File: src/rtl/eirq_pkg.sv
package eirq_pkg;
    localparam int BIT_EN    = 0;
    localparam int BIT_LO    = 1;
    localparam int BIT_RISE  = 2;
    localparam int BIT_GPIO  = 3;
    localparam int BIT_DIR   = 4;
    localparam int BIT_DOUT  = 5;
    localparam int BIT_PIN   = 6;
    localparam int BIT_FLAG  = 15;
    localparam int BIT_PEN   = 0;
    localparam int BIT_PFLAG = 1;

    typedef struct packed {
        logic en;
        logic lo;
        logic rise;
        logic gpio;
        logic dir;
        logic dout;
        logic flag;
        logic prev;
    } pin_st_t;

    typedef struct packed {
        logic en;
        logic flag;
        logic prev;
    } prot_st_t;

    typedef struct packed {
        logic prev;
        logic pulse;
    } nmi_st_t;
endpackage

File: src/rtl/eirq_sync.sv
module eirq_sync #(
    parameter int W      = 4,
    parameter int STAGES = 2
) (
    input  logic         clk,
    input  logic         rst_n,
    input  logic [W-1:0] din,
    output logic [W-1:0] dout
);
    logic [STAGES-1:0][W-1:0] sh_d, sh_q;

    always_comb begin
        sh_d[0] = din;
        for (int i = 1; i < STAGES; i++) begin
            sh_d[i] = sh_q[i-1];
        end
    end

    always_ff @(posedge clk or negedge rst_n) begin
        if (!rst_n) sh_q <= '0;
        else        sh_q <= sh_d;
    end

    assign dout = sh_q[STAGES-1];
endmodule

File: src/rtl/eirq_pin.sv
module eirq_pin
    import eirq_pkg::*;
#(
    parameter int DW = 16
) (
    input  logic          clk,
    input  logic          rst_n,
    input  logic          pin_s,
    input  logic          wr_en,
    input  logic [DW-1:0] wdata,
    output logic [DW-1:0] rdata,
    output logic          req_hi,
    output logic          req_lo,
    output logic          gpio_oe,
    output logic          gpio_out
);
    pin_st_t st_d, st_q;
    logic    edge_hit;
    logic    unused_wdata;

    assign unused_wdata = ^wdata;

    always_comb begin
        st_d     = st_q;
        st_d.prev = pin_s;
        edge_hit = st_q.rise ? (pin_s & ~st_q.prev) : (~pin_s & st_q.prev);
        if (wr_en) begin
            st_d.en   = wdata[BIT_EN];
            st_d.lo   = wdata[BIT_LO];
            st_d.rise = wdata[BIT_RISE];
            st_d.gpio = wdata[BIT_GPIO];
            st_d.dir  = wdata[BIT_DIR];
            st_d.dout = wdata[BIT_DOUT];
            if (wdata[BIT_FLAG]) st_d.flag = 1'b0;
        end
        // a new edge outranks a clear in the same cycle
        if (edge_hit && !st_q.gpio) st_d.flag = 1'b1;
    end

    always_ff @(posedge clk or negedge rst_n) begin
        if (!rst_n) st_q <= '0;
        else        st_q <= st_d;
    end

    always_comb begin
        rdata           = '0;
        rdata[BIT_EN]   = st_q.en;
        rdata[BIT_LO]   = st_q.lo;
        rdata[BIT_RISE] = st_q.rise;
        rdata[BIT_GPIO] = st_q.gpio;
        rdata[BIT_DIR]  = st_q.dir;
        rdata[BIT_DOUT] = st_q.dout;
        rdata[BIT_PIN]  = pin_s;
        rdata[BIT_FLAG] = st_q.flag;
    end

    assign req_hi   = st_q.flag & st_q.en & ~st_q.lo & ~st_q.gpio;
    assign req_lo   = st_q.flag & st_q.en &  st_q.lo & ~st_q.gpio;
    assign gpio_oe  = st_q.gpio & st_q.dir;
    assign gpio_out = st_q.dout;
endmodule

File: src/rtl/eirq_prot.sv
module eirq_prot
    import eirq_pkg::*;
#(
    parameter int DW = 16
) (
    input  logic          clk,
    input  logic          rst_n,
    input  logic          prot_s,
    input  logic          wr_en,
    input  logic [DW-1:0] wdata,
    output logic [DW-1:0] rdata,
    output logic          req,
    output logic          hiz
);
    prot_st_t st_d, st_q;
    logic     unused_wdata;

    assign unused_wdata = ^wdata;

    always_comb begin
        st_d      = st_q;
        st_d.prev = prot_s;
        if (wr_en) begin
            st_d.en = wdata[BIT_PEN];
            if (wdata[BIT_PFLAG]) st_d.flag = 1'b0;
        end
        if (prot_s && !st_q.prev) st_d.flag = 1'b1;
    end

    always_ff @(posedge clk or negedge rst_n) begin
        if (!rst_n) st_q <= '0;
        else        st_q <= st_d;
    end

    always_comb begin
        rdata            = '0;
        rdata[BIT_PEN]   = st_q.en;
        rdata[BIT_PFLAG] = st_q.flag;
    end

    assign req = st_q.flag & st_q.en;
    assign hiz = st_q.flag;
endmodule

File: src/rtl/ext_irq_ctrl.sv
module ext_irq_ctrl
    import eirq_pkg::*;
#(
    parameter int              DW          = 16,
    parameter int              AW          = 16,
    parameter int              SYNC_STAGES = 2,
    parameter logic [AW-1:0]   ADDR_A      = 16'h7070,
    parameter logic [AW-1:0]   ADDR_B      = 16'h7071,
    parameter logic [AW-1:0]   ADDR_PROT   = 16'h742C
) (
    input  logic          clk,
    input  logic          rst_n,
    input  logic [1:0]    ext_pin_i,
    input  logic          nmi_i,
    input  logic          prot_i,
    input  logic          bus_sel_i,
    input  logic          bus_wr_i,
    input  logic [AW-1:0] bus_addr_i,
    input  logic [DW-1:0] bus_wdata_i,
    output logic [DW-1:0] bus_rdata_o,
    output logic          irq_hi_o,
    output logic          irq_lo_o,
    output logic          nmi_req_o,
    output logic          drv_hiz_o,
    output logic [1:0]    gpio_oe_o,
    output logic [1:0]    gpio_out_o
);
    localparam int NPIN = 2;
    localparam int NIN  = NPIN + 2;

    logic [NIN-1:0]  in_s;
    logic [DW-1:0]   pin_rd [NPIN];
    logic [NPIN-1:0] pin_hit, pin_hi, pin_lo;
    logic [DW-1:0]   prot_rd;
    logic            prot_hit, prot_req;
    nmi_st_t         nmi_d, nmi_q;

    eirq_sync #(.W(NIN), .STAGES(SYNC_STAGES)) u_sync (
        .clk  (clk),
        .rst_n(rst_n),
        .din  ({prot_i, nmi_i, ext_pin_i}),
        .dout (in_s)
    );

    for (genvar g = 0; g < NPIN; g++) begin : g_pin
        localparam logic [AW-1:0] MY_ADDR = (g == 0) ? ADDR_A : ADDR_B;
        assign pin_hit[g] = bus_sel_i && (bus_addr_i == MY_ADDR);
        eirq_pin #(.DW(DW)) u_pin (
            .clk     (clk),
            .rst_n   (rst_n),
            .pin_s   (in_s[g]),
            .wr_en   (pin_hit[g] && bus_wr_i),
            .wdata   (bus_wdata_i),
            .rdata   (pin_rd[g]),
            .req_hi  (pin_hi[g]),
            .req_lo  (pin_lo[g]),
            .gpio_oe (gpio_oe_o[g]),
            .gpio_out(gpio_out_o[g])
        );
    end

    assign prot_hit = bus_sel_i && (bus_addr_i == ADDR_PROT);

    eirq_prot #(.DW(DW)) u_prot (
        .clk   (clk),
        .rst_n (rst_n),
        .prot_s(in_s[NPIN+1]),
        .wr_en (prot_hit && bus_wr_i),
        .wdata (bus_wdata_i),
        .rdata (prot_rd),
        .req   (prot_req),
        .hiz   (drv_hiz_o)
    );

    // non-maskable path: no register can touch it
    always_comb begin
        nmi_d.prev  = in_s[NPIN];
        nmi_d.pulse = in_s[NPIN] & ~nmi_q.prev;
    end

    always_ff @(posedge clk or negedge rst_n) begin
        if (!rst_n) nmi_q <= '0;
        else        nmi_q <= nmi_d;
    end

    always_comb begin
        bus_rdata_o = '0;
        for (int i = 0; i < NPIN; i++) begin
            if (pin_hit[i]) bus_rdata_o = pin_rd[i];
        end
        if (prot_hit) bus_rdata_o = prot_rd;
    end

    assign irq_hi_o  = (|pin_hi) | prot_req;
    assign irq_lo_o  = |pin_lo;
    assign nmi_req_o = nmi_q.pulse;
endmodule

File: config.mk
export PLATFORM = sky130hd
export DESIGN_NAME = ext_irq_ctrl
export DESIGN_NICKNAME = d
export VERILOG_FILES = /design/src/rtl/eirq_pkg.sv /design/src/rtl/eirq_sync.sv /design/src/rtl/eirq_pin.sv /design/src/rtl/eirq_prot.sv /design/src/rtl/ext_irq_ctrl.sv
export SDC_FILE = /design/constraint.sdc
export NUM_CORES = 1
export LEC_CHECK = 0
export CORE_MARGIN = 3
export CORE_UTILIZATION = 35
export CTS_CLUSTER_SIZE = 10
export DETAILED_ROUTE_END_ITERATION = 6
export DONT_BUFFER_PORTS = 1
export PLACE_DENSITY = 0.59
export SYNTH_ARGS = -nofsm -noshare
export SYNTH_HDL_FRONTEND = slang
export SYNTH_SLANG_ARGS = --single-unit
export TNS_END_PERCENT = 20
File: constraint.sdc
create_clock -name clk -period 2.4 [get_ports clk]
set_input_delay 0.36 -clock clk [delete_from_list [all_inputs] [get_ports clk]]
set_output_delay 0.36 -clock clk [all_outputs]
set_load 0.02 [all_outputs]
==> summary.txt, run 1 <==
status - completed
Sequential Area - 726 sq um
vias in the first global route - 918
CTS H-tree depth - 2
Antenna Nets Post-Route - 0
final core utilization - 40.6%
area leader, netlist - dfrtp_1
gr usage total - 11.7%
IO Pins - 64
flop2flop setup slack - 1.49 ns
fillers - 336
largest net degree at the start of global routing - 30
TritonCTS Buffers - 5
area delta synth->final - 9.28%
hold path start - ext_pin_i[1]
die span in x - 69.3 um
CTS tree - built
fin crit share - 94.4%
Place WS - 0.0477 ns
power per cell area - 605 nW/um^2
Pre-antenna DRT Iters - 4
Placed Cells - 157
Final setup viols - 0
total routed wirelength - 2.73 mm
Non-Filler Instances - 166
Antenna Cells - 0
Fin. Hold Viols - 0
Root Buffer - clkbuf_8
fin crit period - 2.27 ns
Hold WC Path Type - in -> reg
Hold Slack - 0.121 ns
Layout Skew - 0.00435 ns
Slew Limit Fails - 0
PortBufs - 0
clock buffer depth - 2
crit path kind - in -> out
YS warnings - 0
fmax - 0.441 GHz
worst vdd ir - 0.348 mV
Skew-Pair Late Insertion Delay - 0.27 ns
antenna violations before repair - 0
critical path fanouts, max - 6
CTS sink count - 29
Routed WL per cell - 16.5 um
Site Rows - 22
Required @ worst endpoint - 2.04 ns
die area - 4800 sq um
placer congestion estimate - 0.777
Worst setup EP type - primary output
startpoint type of the worst setup path - input port
share of cells above drive strength 1 - 23.7%
top cells by area, synth - dfrtp_1 (52%), mux2_2 (10%), buf_4 (6.4%)
global-route wire length before repair - 4.37 mm
post-synth top area share - 51.7%
Synth cell types - 29
Worst R2R Start - u_sync.dout[1]
area of the multi-input gates - 593 sq um
vias per cell - 5.20
Worst Max-Slew Pin Slew - 0.778 ns
total of max-cap violations - 0
Static Leak - 0.000693 uW
1st-iter DRT viols - 22
CTS clk-pin slew, worst paths - 0.05 ns
starting density of the core - 37.2%
Netlist Area Pre-Place - 1400 sq um
setup TNS - 0 ns
GRT overflow - 0
slew margin rel. - 47.7%
Die H - 69.3 um
core area - 3770 sq um
RSZ-0062 raised after global routing - false
Worst Setup SP - bus_addr_i[9]
FF+latch count, synth - 29
synthesized instance count - 112
fin nets - 158
Syn Area/Cell - 12.5 sq um
setup ws final - 0.133 ns
DR vias - 864
Post-DP HPWL - 2.09 mm
worst path arrival time - 1.91 ns
Residual DRC - 0
Seq/Total Area, Yosys - 51.7%
## where the power goes
group | total, uW | internal [uW] | switching (uW)
Clock | 380 | 226 | 154
Combinational | 40.3 | 12.6 | 27.6
Sequential | 507 | 501 | 6.21
## critical path, stage by stage
cell and delay [ns]:
or4b_4 0.56, nor4b_4 0.28, and2_1 0.35, a22o_1 0.35
## cell usage after synthesis
cell type  instances
mux2_2            13
dfrtp_1           29
buf_4             12
nand4_4            2
nor4bb_1           1
nand2b_1           1
mux2i_1            2
o31ai_1            2
o2bb2ai_1          3
or4b_4             1
a22o_1             7
nor2_1             6
and2_1             4
nor3_1             1
nor4b_1            2
o221ai_1           1
nor2b_1            1
nor4_4             1
and2_0             1
nand4b_1           2
nand3_1            2
nand4bb_1          1
a21oi_1            3
nand2_1            5
inv_1              4
nand4_1            2
nor4b_4            1
buf_2              1
conb_1             1
## cell families after synthesis
family | after synthesis | synth area share (%)
muxes | 15 | 11.9
other | 1 | 0.267
and+or+nand+nor | 34 | 19.3
AOI/OAI and AO/OA | 16 | 9.01
DFF | 29 | 51.7
buffers and inverters | 17 | 7.85
## what timing repair did
action	in CTS	in global routing
hold endpoints to repair	29	0
hold buffers	2	0
buffers inserted	0	0
resized for setup	0	1
setup endpoints to repair	0	2
## layer usage
layer / share of wire (%) / wire [um] / global-route usage (%)
met2: 52 / 1430 / 19.6
met4: 3.9 / 107 / 8.24
met5: 0 / 0 / 0
met3: 6.3 / 172 / 3.62
met1: 37 / 1020 / 12.3
## layout make-up
cell class                      count  share of cell area, %
Timing Repair Buffer                5                   3.43
Sequential cell                    29                   47.3
Clock buffer                        7                   5.63
Inverter                            4                  0.980
Tap cell                           48                   3.92
Multi-Input combinational cell     73                   38.7
## flip-flops by register name (all words and copies together), names as in the netlist
signal and cells:
u_sync.sh_d 4, nmi_q 1, u_prot.st_q 1, g_pin.u_pin.rdata 12
g_pin.u_pin.gpio_out 2, u_prot.rdata 1, g_pin.u_pin.st_q 2, nmi_req_o 1
u_sync.dout 4, u_prot.hiz 1
## layout by cell type (no fill, tap or decap)
cell / synthesis / routed
nand3_1: 2 / 2
nand2b_1: 1 / 1
o2bb2ai_1: 3 / 3
inv_1: 4 / 4
a22o_1: 7 / 7
nand4bb_1: 1 / 1
nor4bb_1: 1 / 1
mux2i_1: 2 / 2
o31ai_1: 2 / 2
buf_4: 12 / 3
mux2_2: 13 / 13
nor2_1: 6 / 6
buf_12: 0 / 1
nor4b_1: 2 / 2
nand4_1: 2 / 2
dfrtp_1: 29 / 29
o221ai_1: 1 / 1
dlygate4sd3_1: 0 / 1
or4b_4: 1 / 1
nand4b_1: 2 / 2
nand2_1: 5 / 5
clkbuf_8: 0 / 6
nor2b_1: 1 / 1
a21oi_1: 3 / 3
conb_1: 1 / 8
and2_1: 4 / 5
nor3_1: 1 / 1
clkbuf_1: 0 / 1
nor4b_4: 1 / 1
nor4_4: 1 / 1
nand4_4: 2 / 2
## metrics by stage
step                      total power, uW  instance area [sq um]
after floorplan                       548                   1430
after global placement                541                   1420
after detailed placement              541                   1420
after CTS                             944                   1530
after global routing                  970                   1530
final                                 927                   1530
## worst paths after layout
path	to	cells past startpoint
setup / recovery	bus_rdata_o[6]	4
hold / removal	u_sync.sh_d[5]	0
setup reg to reg	g_pin[1].u_pin.rdata[15]	4
hold reg to reg	u_sync.dout[0]	0
max in group asynchronous	u_sync.sh_d[7]	2
min in group asynchronous	g_pin[1].u_pin.rdata[15]	2
(Power assumes the default switching activity.)
==> run 2, diff against run 1 <==
--- a/config.mk
+++ b/config.mk
@@ -6,11 +6,11 @@
 export NUM_CORES = 1
 export LEC_CHECK = 0
 export CORE_MARGIN = 3
-export CORE_UTILIZATION = 35
-export CTS_CLUSTER_SIZE = 10
+export CORE_UTILIZATION = 61
 export DETAILED_ROUTE_END_ITERATION = 6
 export DONT_BUFFER_PORTS = 1
-export PLACE_DENSITY = 0.59
+export PLACE_DENSITY = 0.87
+export SETUP_SLACK_MARGIN = 0.05
 export SYNTH_ARGS = -nofsm -noshare
 export SYNTH_HDL_FRONTEND = slang
 export SYNTH_SLANG_ARGS = --single-unit
==> run 2 against run 1 <==
Total power increased by 3.6%. Largest cell class unchanged. Combinational power about the same. Clock skew increased by 0.0054 ns.
==> summary.txt, run 2 (same netlist as run 1, synthesis figures left out) <==
power per cell area - 642 nW/um^2
largest net degree at the start of global routing - 30
slew margin rel. - 49.3%
Residual DRC - 0
area of the multi-input gates - 593 sq um
Post CTS Setup Buffer Count - 0
fin crit share - 92.4%
total routed wirelength - 2.88 mm
critical path fanouts, max - 6
RSZ-0062 raised after global routing - false
clock buffer depth - 2
die area - 2910 sq um
Top Layer Used - met4
starting density of the core - 68.0%
placer congestion estimate - 0.787
met1 WL - 1.05 mm
setup TNS - 0 ns
status - completed
fillers - 142
startpoint type of the worst setup path - input port
TritonCTS Buffers - 5
final core utilization - 72.6%
commonest non-fill, non-tap cell in the layout - dfrtp_1
global-route wire length before repair - 4.48 mm
Routed WL per cell - 19.8 um
met3 routed WL - 252 um
Skew-Pair Late Insertion Delay - 0.33 ns
Static Leak - 0.000689 uW
fin nets - 157
DR vias - 921
vias in the first global route - 904
area delta synth->final - 6.78%
share of cells above drive strength 1 - 23.7%
Hold Slack - 0.0498 ns
Pre-antenna DRT Iters - 4
worst path arrival time - 1.86 ns
Root Buffer - clkbuf_4
Sw Pwr - 201 uW
total of max-cap violations - 0
clock power share - 43.1%
vias per cell - 6.35
Layout Skew - 0.00974 ns
Site Rows - 16
Worst Max-Slew Pin Slew - 0.755 ns
PortBufs - 0
1st-iter DRT viols - 11
Post-DP HPWL - 2.11 mm
CTS sink count - 29
switch share - 20.9%
flop2flop setup slack - 1.43 ns
Required @ worst endpoint - 2.04 ns
Gate power share - 4.2%
Internal Power - 760 uW
fmax - 0.451 GHz
Final setup viols - 0
crit path kind - in -> out
Sequential Area - 726 sq um
Die H - 54.0 um
Antenna Nets Post-Route - 0
metal2 WL - 1.52 mm
sequential power share - 52.7%
IO Pins - 64
core area - 2060 sq um
worst vdd ir - 0.666 mV
gr usage total - 23.4%
GRT overflow - 0
Hold WC Path Type - in -> reg
CTS tree - built
die span in x - 54.0 um
CTS clk-pin slew, worst paths - 0.09 ns
Antenna Cells - 0
CTS H-tree depth - 2
max reg flops - 12
Fin. Hold Viols - 0
Worst setup EP type - primary output
fin crit period - 2.22 ns
antenna violations before repair - 0
most frequent cells in the layout - dfrtp_1 (29), mux2_2 (13), conb_1 (8)
Slew Limit Fails - 0
-- run 2: cell count changes in the layout (fill, tap and decap cells not counted), sizes merged --
cell / delta
bufinv: +1
buf: -1
-- run 2: through the flow --
stage	total power [uW]	std cells	instance area [sq um]	setup slack [ns]
5_1_grt	996	145	1500	0.115
4_1_cts	967	145	1500	0.0893
3_5_place_dp	542	135	1380	0.0955
6_report	961	145	1500	0.182
2_1_floorplan	548	119	1430	0.255
3_3_place_gp	540	135	1380	0.119
-- run 2: final timing paths --
check                          startpoint                  endpoint  depth (start not counted)
setup / recovery            bus_addr_i[9]           bus_rdata_o[15]                          4
hold / removal               ext_pin_i[0]            u_sync.sh_d[4]                          0
setup reg to reg           u_sync.dout[1]  g_pin[1].u_pin.rdata[15]                          4
hold reg to reg            u_sync.sh_d[5]            u_sync.dout[1]                          0
max in group asynchronous           rst_n            u_sync.dout[3]                          2
min in group asynchronous           rst_n            u_sync.sh_d[5]                          2
-- run 2: power groups by stage --
| stage | logic [uW] | clock network (uW) | registers [uW] |
|---|---|---|---|
| 6_report | 40.6 | 414 | 506 |
| 4_1_cts | 40.7 | 420 | 506 |
| 5_1_grt | 45.0 | 443 | 508 |
| 3_5_place_dp | 25.8 | 0 | 516 |
| 3_3_place_gp | 25.3 | 0 | 515 |
| 2_1_floorplan | 34.5 | 0 | 514 |
-- run 2: worst max-delay path, stage by stage --
cell and delay (ns):
or4b_4 0.57, nor4b_4 0.28, and2_1 0.32, a22o_1 0.33
-- run 2: per-layer routing --
| metal | up-vias | GRT usage, % |
|---|---|---|
| met1 | 467 | 25.7 |
| li1 | 406 | - |
| met4 | 0 | 10.2 |
| met3 | 7 | 9.14 |
| met5 | - | 0 |
| met2 | 41 | 39.7 |
-- run 2: area by class of cell --
| type | count | area share [%] |
|---|---|---|
| sequential | 29 | 48.5 |
| multi-input combinational | 73 | 39.6 |
| clock buffer | 7 | 3.68 |
| timing repair buffer | 4 | 3.01 |
| tap | 27 | 2.26 |
| clock inverter | 1 | 2.01 |
| inverter | 4 | 1.00 |
-- run 2: what timing repair did --
item                                    CTS  global route
hold buffers                              2             0
hold endpoints to repair                 29             0
gates resized for setup                   0             1
endpoints found under the setup margin    0             6
==> run 3, diff against run 2 <==
--- a/config.mk
+++ b/config.mk
@@ -5,11 +5,12 @@
 export SDC_FILE = /design/constraint.sdc
 export NUM_CORES = 1
 export LEC_CHECK = 0
+export ABC_AREA = 1
 export CORE_MARGIN = 3
-export CORE_UTILIZATION = 61
+export CORE_UTILIZATION = 62
 export DETAILED_ROUTE_END_ITERATION = 6
 export DONT_BUFFER_PORTS = 1
-export PLACE_DENSITY = 0.87
+export PLACE_DENSITY = 0.88
 export SETUP_SLACK_MARGIN = 0.05
 export SYNTH_ARGS = -nofsm -noshare
 export SYNTH_HDL_FRONTEND = slang
==> run 3 against run 2 <==
Sequential power barely moved. Utilization down 2.4 points. Critical endpoint is now irq_hi_o. Global-route usage fell by 2.5 points. Clock power fell by 11%. Highest routed layer unchanged. Clock-buffer cell count fell by 2. Setup slack better by 0.42 ns. Fmax is 24% higher.
==> summary.txt, run 3 <==
status - completed
global-route wire length before repair - 5.06 mm
Hold WC Path Type - in -> reg
total of max-cap violations - 0
Antenna Nets Post-Route - 0
GRT overflow - 0
setup TNS - 0 ns
area delta synth->final - 2.76%
RSZ-0062 raised after global routing - false
slew margin rel. - 64.0%
largest net degree at the start of global routing - 30
CP bufs+invs - 1
Residual DRC - 0
CTS sink count - 29
CP delay by family, top - compound AO/OA/AOI/OAI gates
TritonCTS Buffers - 5
synthesized instance count - 184
Layout Skew - 0.00994 ns
CTS tree - built
Levels on crit path - 3
post-synth top area share - 45.8%
Placed Cells - 205
Post-synth EDFFs - 0
DR vias - 1,175
Skew-Pair Late Insertion Delay - 0.32 ns
ys flop type - dfrtp_1
top cells by area, synth - dfrtp_1 (46%), nand2_1 (8.3%), o21ai_2 (8.3%)
Syn Area/Cell - 8.62 sq um
area leader, netlist - dfrtp_1
total routed wirelength - 3.06 mm
Pre-antenna DRT Iters - 4
Final setup viols - 0
PortBufs - 0
Die H - 56.6 um
placer congestion estimate - 0.883
CTS clk-pin slew, worst paths - 0.08 ns
fmax - 0.557 GHz
critical path fanouts, max - 3
1st-iter DRT viols - 85
worst vdd ir - 0.599 mV
FF+latch count, synth - 29
worst path cell trace - inv_1 > nand3_1 > o221ai_1
Root Buffer - clkbuf_4
most frequent cells in the layout - nand2_1 (35), dfrtp_1 (29), inv_1 (26)
Non-Filler Instances - 214
vias per cell - 5.49
die area - 3200 sq um
highest-delay cell along the critical path - o221ai_1
Routed WL per cell - 14.3 um
gr usage total - 20.9%
startpoint type of the worst setup path - flop
post-CTS sizing - 0
starting density of the core - 68.4%
Cells on Worst Hold Path - 0
worst path arrival time - 1.44 ns
Synth cell types - 22
Worst setup EP type - primary output
fillers - 193
core area - 2320 sq um
commonest non-fill, non-tap cell in the layout - nand2_1
Slew Limit Fails - 0
most numerous cell in the Yosys netlist - nand2_1
crit path kind - reg -> out
Static Leak - 0.000801 uW
Site Rows - 17
synth cell count leaders - nand2_1 (35), dfrtp_1 (29), inv_1 (26), nand3_1 (18), o21ai_2 (15)
path depth of the worst reg2reg path - 3
vias in the first global route - 1,182
fin nets - 226
Fin. Hold Viols - 0
Post-DP HPWL - 2.35 mm
fin crit period - 1.80 ns
Required @ worst endpoint - 2.04 ns
CTS H-tree depth - 2
Worst Max-Slew Pin Slew - 0.548 ns
clock buffer depth - 2
die span in x - 56.6 um
asr flop ratio synth - 100%
Netlist Area Pre-Place - 1590 sq um
IO Pins - 64
share of cells above drive strength 1 - 20.4%
antenna violations before repair - 0
YS warnings - 0
Antenna Cells - 0
Seq/Total Area, Yosys - 45.8%
power per cell area - 571 nW/um^2
fin crit share - 74.8%
Largest stage delay, worst path - 0.46 ns
max reg flops - 12
run 3: changes by cell type after synthesis, moves of 7 or more:
cell,delta
nand4_1,+9
a22o_1,-7
o21ai_2,+15
nand2_1,+30
nand3_1,+16
mux2_2,-13
inv_1,+22
run 3: logic make-up after synthesis:
logic type	count (synthesis)	share of synthesized area (%)
compound gates	21	10.5
flops	29	45.8
simple gates	91	28.8
buf+inv	42	14.7
other cells	1	0.237
run 3: final cells by class:
cell class,instances,area (sq um),share of cell area [%]
inverter,26,97.6,5.99
clock inverter,2,35.0,2.15
clock buffer,5,37.5,2.30
sequential,29,726,44.5
tap,28,35.0,2.15
multi-input combinational,120,653,40.1
timing repair buffer,4,45.0,2.76
run 3: final timing paths:
check	slack [ns]	start	end
hold reg to reg	0.35	u_sync.sh_d[7]	u_sync.dout[3]
setup reg to reg	1.56	g_pin[0].u_pin.rdata[2]	g_pin[0].u_pin.rdata[15]
max in group asynchronous	1.77	rst_n	g_pin[0].u_pin.rdata[3]
setup / recovery	0.60	g_pin[1].u_pin.rdata[3]	irq_hi_o
min in group asynchronous	0.47	rst_n	g_pin[1].u_pin.gpio_out
hold / removal	0.06	prot_i	u_sync.sh_d[7]
run 3: repair_timing:
item                                   CTS  global route
hold buffers                             2             0
endpoints found under the hold margin   29             0
buffers inserted                         0             0
run 3: metrics by stage:
step	hold slack, ns	total power, uW	setup slack (ns)	area, sq um	utilization, %
floorplan	0.0644	563	0.735	1610	-
detailed placement	0.0650	559	0.654	1530	65.8
CTS	0.0395	945	0.573	1630	70.3
finish	0.0644	931	0.604	1630	70.3
global route	0.0253	979	0.509	1630	70.3
global placement	0.0650	556	0.692	1530	65.8
run 3: worst reg2reg max path: stages, from the launching register on:
cell,delay (ns)
dfrtp_1,0.43
a21oi_1,0.12
nand3b_1,0.12
nand2_1,0.06
run 3: power by group:
part | leakage (uW) | switching, uW | internal (uW) | total [uW]
sequential | 0.000361 | 5.38 | 499 | 505
combinational | 0.000400 | 43.8 | 14.6 | 58.5
clock | 0.0000410 | 156 | 212 | 368
run 3: layer usage:
| layer | GRT usage, % | vias up | part of all wire [%] |
|---|---|---|---|
| li1 | - | 576 | - |
| met2 | 33.7 | 52 | 50 |
| met3 | 9.20 | 4 | 9.7 |
| met4 | 11.2 | 0 | 1.2 |
| met1 | 23.1 | 543 | 39 |
| met5 | 0 | - | 0 |
